### config.mk
export PLATFORM = sky130hd
export DESIGN_NAME = rw_start_arbiter
export DESIGN_NICKNAME = d
export VERILOG_FILES = /design/src/rtl/rw_start_arbiter.sv
export SDC_FILE = /design/constraint.sdc
export NUM_CORES = 1
export LEC_CHECK = 0
export ABC_CLOCK_PERIOD_IN_PS = 900
export BUFFER_PORTS_ARGS = -buffer_cell sky130_fd_sc_hd__buf_4
export CAP_MARGIN = 20
export CORE_AREA = 4 4 41 43
export CTS_CLUSTER_SIZE = 25
export DETAILED_ROUTE_END_ITERATION = 10
export DIE_AREA = 0 0 45 47
export PLACE_DENSITY = 0.32
export SYNTH_ARGS = -nofsm -noshare
export SYNTH_HDL_FRONTEND = slang
export SYNTH_SLANG_ARGS = --single-unit
### constraint.sdc
create_clock -name clk -period 0.9 [get_ports clk]
set_clock_uncertainty 0.05 [all_clocks]
set_input_delay 0.09 -clock clk [delete_from_list [all_inputs] [get_ports clk]]
set_output_delay 0.09 -clock clk [all_outputs]
set_load 0.005 [all_outputs]
### src/rtl/rw_start_arbiter.sv
module rw_start_arbiter (
  input  logic       clk,
  input  logic       rst_n,
  input  logic       rd_sel,
  input  logic       wr_sel,
  output logic       rd_start,
  output logic       wr_start,
  output logic [1:0] last_start
);

  typedef enum logic [1:0] {
    HIST_IDLE  = 2'b00,
    HIST_READ  = 2'b01,
    HIST_WRITE = 2'b10
  } hist_e;

  hist_e hist_q;
  hist_e hist_d;

  logic rd_eligible;
  logic wr_eligible;

  assign rd_eligible = rd_sel && (hist_q != HIST_READ);
  assign wr_eligible = wr_sel && (hist_q != HIST_WRITE);

  // A conflict can only remain when the history is idle; the read wins there.
  assign rd_start = rd_eligible;
  assign wr_start = wr_eligible && !rd_eligible;

  always_comb begin
    if (rd_start)      hist_d = HIST_READ;
    else if (wr_start) hist_d = HIST_WRITE;
    else               hist_d = HIST_IDLE;
  end

  always_ff @(posedge clk) begin
    if (!rst_n) hist_q <= HIST_IDLE;
    else        hist_q <= hist_d;
  end

  assign last_start = hist_q;

endmodule

==> results.cfg <==
[cells_and_area]
layout.cells.non_filler = 40
antenna_cells = 0
drive_above_1_share = 0.800
largest_reg_flops = 2
fin_area_um2 = 244
final_util = 0.188
finalNetCount = 31
area_growth_pct = 147

[clock_network]
clock-sinks = 2
cts_buffer_depth = 2
cts-buffers-inserted = 3
clk_pin_slew_ps = 30
cts-root-buf = clkbuf_4
cts_tree = yes
htree_num_levels = 1
insertion_delay_ps = 220

[outcome]
status = finished, violations left
violations = setup timing

[critical_path]
critPathArrivalTime_ps = 1000
crit_path_end_kind = output pin
start_kind = register
cp.required_ps = 760
crit_fanout = 4
path_class = register to output pin

[drt]
wl_per_cell_um = 7.85
drc = 0
via_count = 122
vias_per_cell = 3.05
first_pass_iters = 2
dr.first_iter.drc_count = 4
final_antenna_net_count = 0
routed_wl_um = 314

[sta]
layout_min_cycle_time_ps = 1140
final-hold-violation-count = 0
grt_setup_unrepaired = yes
fmax_mhz = 878
slew_headroom = 0.945
finalMaxSlewViolations = 0
min_period_over_period = 1.27
finalSetupViolCount = 4
finalWorstSetupSlack_ps = -239
tightestPinTransition_ps = 82.1

[die]
die_height_um = 47
initial_core_util = 0.0760
fp-row-count = 13
io_pins = 8
coreArea_mm2 = 0.00130
die_area_mm2 = 0.00212
die_x_um = 45

[logic_synthesis]
synth_seq_area_share = 0.405
syn-num-nets = 14
synth_edf_count = 0
postSynthCellCount = 10
yosys.cell_count.top_type = dfxtp_1
syn_area_per_cell_um2 = 9.88
ys.flop_type = dfxtp_1
synth.area.top_cells = dfxtp_1 (41%), a21boi_2 (11%), a21bo_2 (10%)
ys_seq_elements = 2
synth_top_area_frac = 0.405
ys_warn_count = 0
synth_area_leader_cell = dfxtp_1
netlist_area_um2 = 98.8
yosysUniqueCellTypes = 9
ys_async_sr_fraction = 0

[placed_design]
placed_area_um2 = 200
gp_congestion = 0.592
io_buffers = 7
place_ws_ps = -37.6
place_inst = 36

[global_routing]
grt_usage = 0.0370
grt_max_degree = 5
grt_overflow_total = 0
grt_pass1_wl_um = 455
grt_antenna_before_repair = 0
grt_pass1_vias = 107

[power_and_ir_drop]
power.total_uw = 376
power_density_mw_per_mm2 = 1540
leakage_nw = 0.117
ir_drop_mv = 0.531

[flow_run]
maxCapViolations = 0

[worst_hold_path]
min_path_type = input pin to register
## power by group
part           switching (mW)  internal, mW  leakage [nW]
logic                  0.0245        0.0531        0.0859
registers             0.00310        0.0954        0.0172
clock network          0.0522         0.147        0.0138
## routing by layer
| layer | routed length (um) | global-route usage | up-vias |
|---|---|---|---|
| met3 | 52 | 0.0460 | 0 |
| met5 | 0 | 0 | - |
| li1 | - | - | 66 |
| met2 | 90 | 0.0311 | 7 |
| met4 | 0 | 0.0351 | 0 |
| met1 | 171 | 0.0406 | 49 |
## what timing repair did
item                       CTS  global route
hold buffers                 0             0
setup buffers                1             1
gates cloned                 0             0
setup endpoints to repair    5             5
pin swaps                    2             1
gates resized for setup      4             1
## path summary, 6_finish.rpt
kind / endpoint / startpoint / slack, ps / cells past startpoint
worst max-delay path: wr_start / last_start[1] / -240 / 3
worst min-delay path: last_start[0] / rst_n / 60 / 2
worst max register to register: last_start[1] / last_start[1] / 0 / 3
worst min register to register: last_start[0] / last_start[1] / 590 / 2
## kinds of logic (layout without fill, tap and decap cells)
logic type | after synthesis | count (layout) | share of synthesized area
and+or+nand+nor | 5 | 5 | 0.291
DFF | 2 | 2 | 0.405
AOI/OAI and AO/OA | 3 | 3 | 0.304
buffers and inverters | 0 | 15 | 0
## critical path, stage by stage (launching register included)
cell	delay [ps]
dfxtp_2	320
or2_1	230
a21boi_2	120
buf_4	110
## cell usage in the layout (no fill, tap or decap)
master	n
clkbuf_4	3
a21boi_2	1
or2_1	1
a21bo_2	1
nand2_1	1
nand2b_1	1
and2_1	1
buf_6	3
dfxtp_2	2
a21oi_2	1
buf_4	9
and3_1	1
## final cells by class
| class | instances | area [um2] |
|---|---|---|
| multi-input combinational | 8 | 58.8 |
| timing repair buffer | 12 | 101 |
| tap | 15 | 18.8 |
| fill | 153 | 1060 |
| clock buffer | 3 | 22.5 |
| sequential | 2 | 42.5 |
## per-stage QoR
stage	hold WS [ps]	TNS, ps
after global routing	52.4	-796
after floorplan	170	0
final	55.6	-573
after detailed placement	284	-50.2
after global placement	286	-64.7
after CTS	43.8	-542
Power figures use the tool's default switching activity.
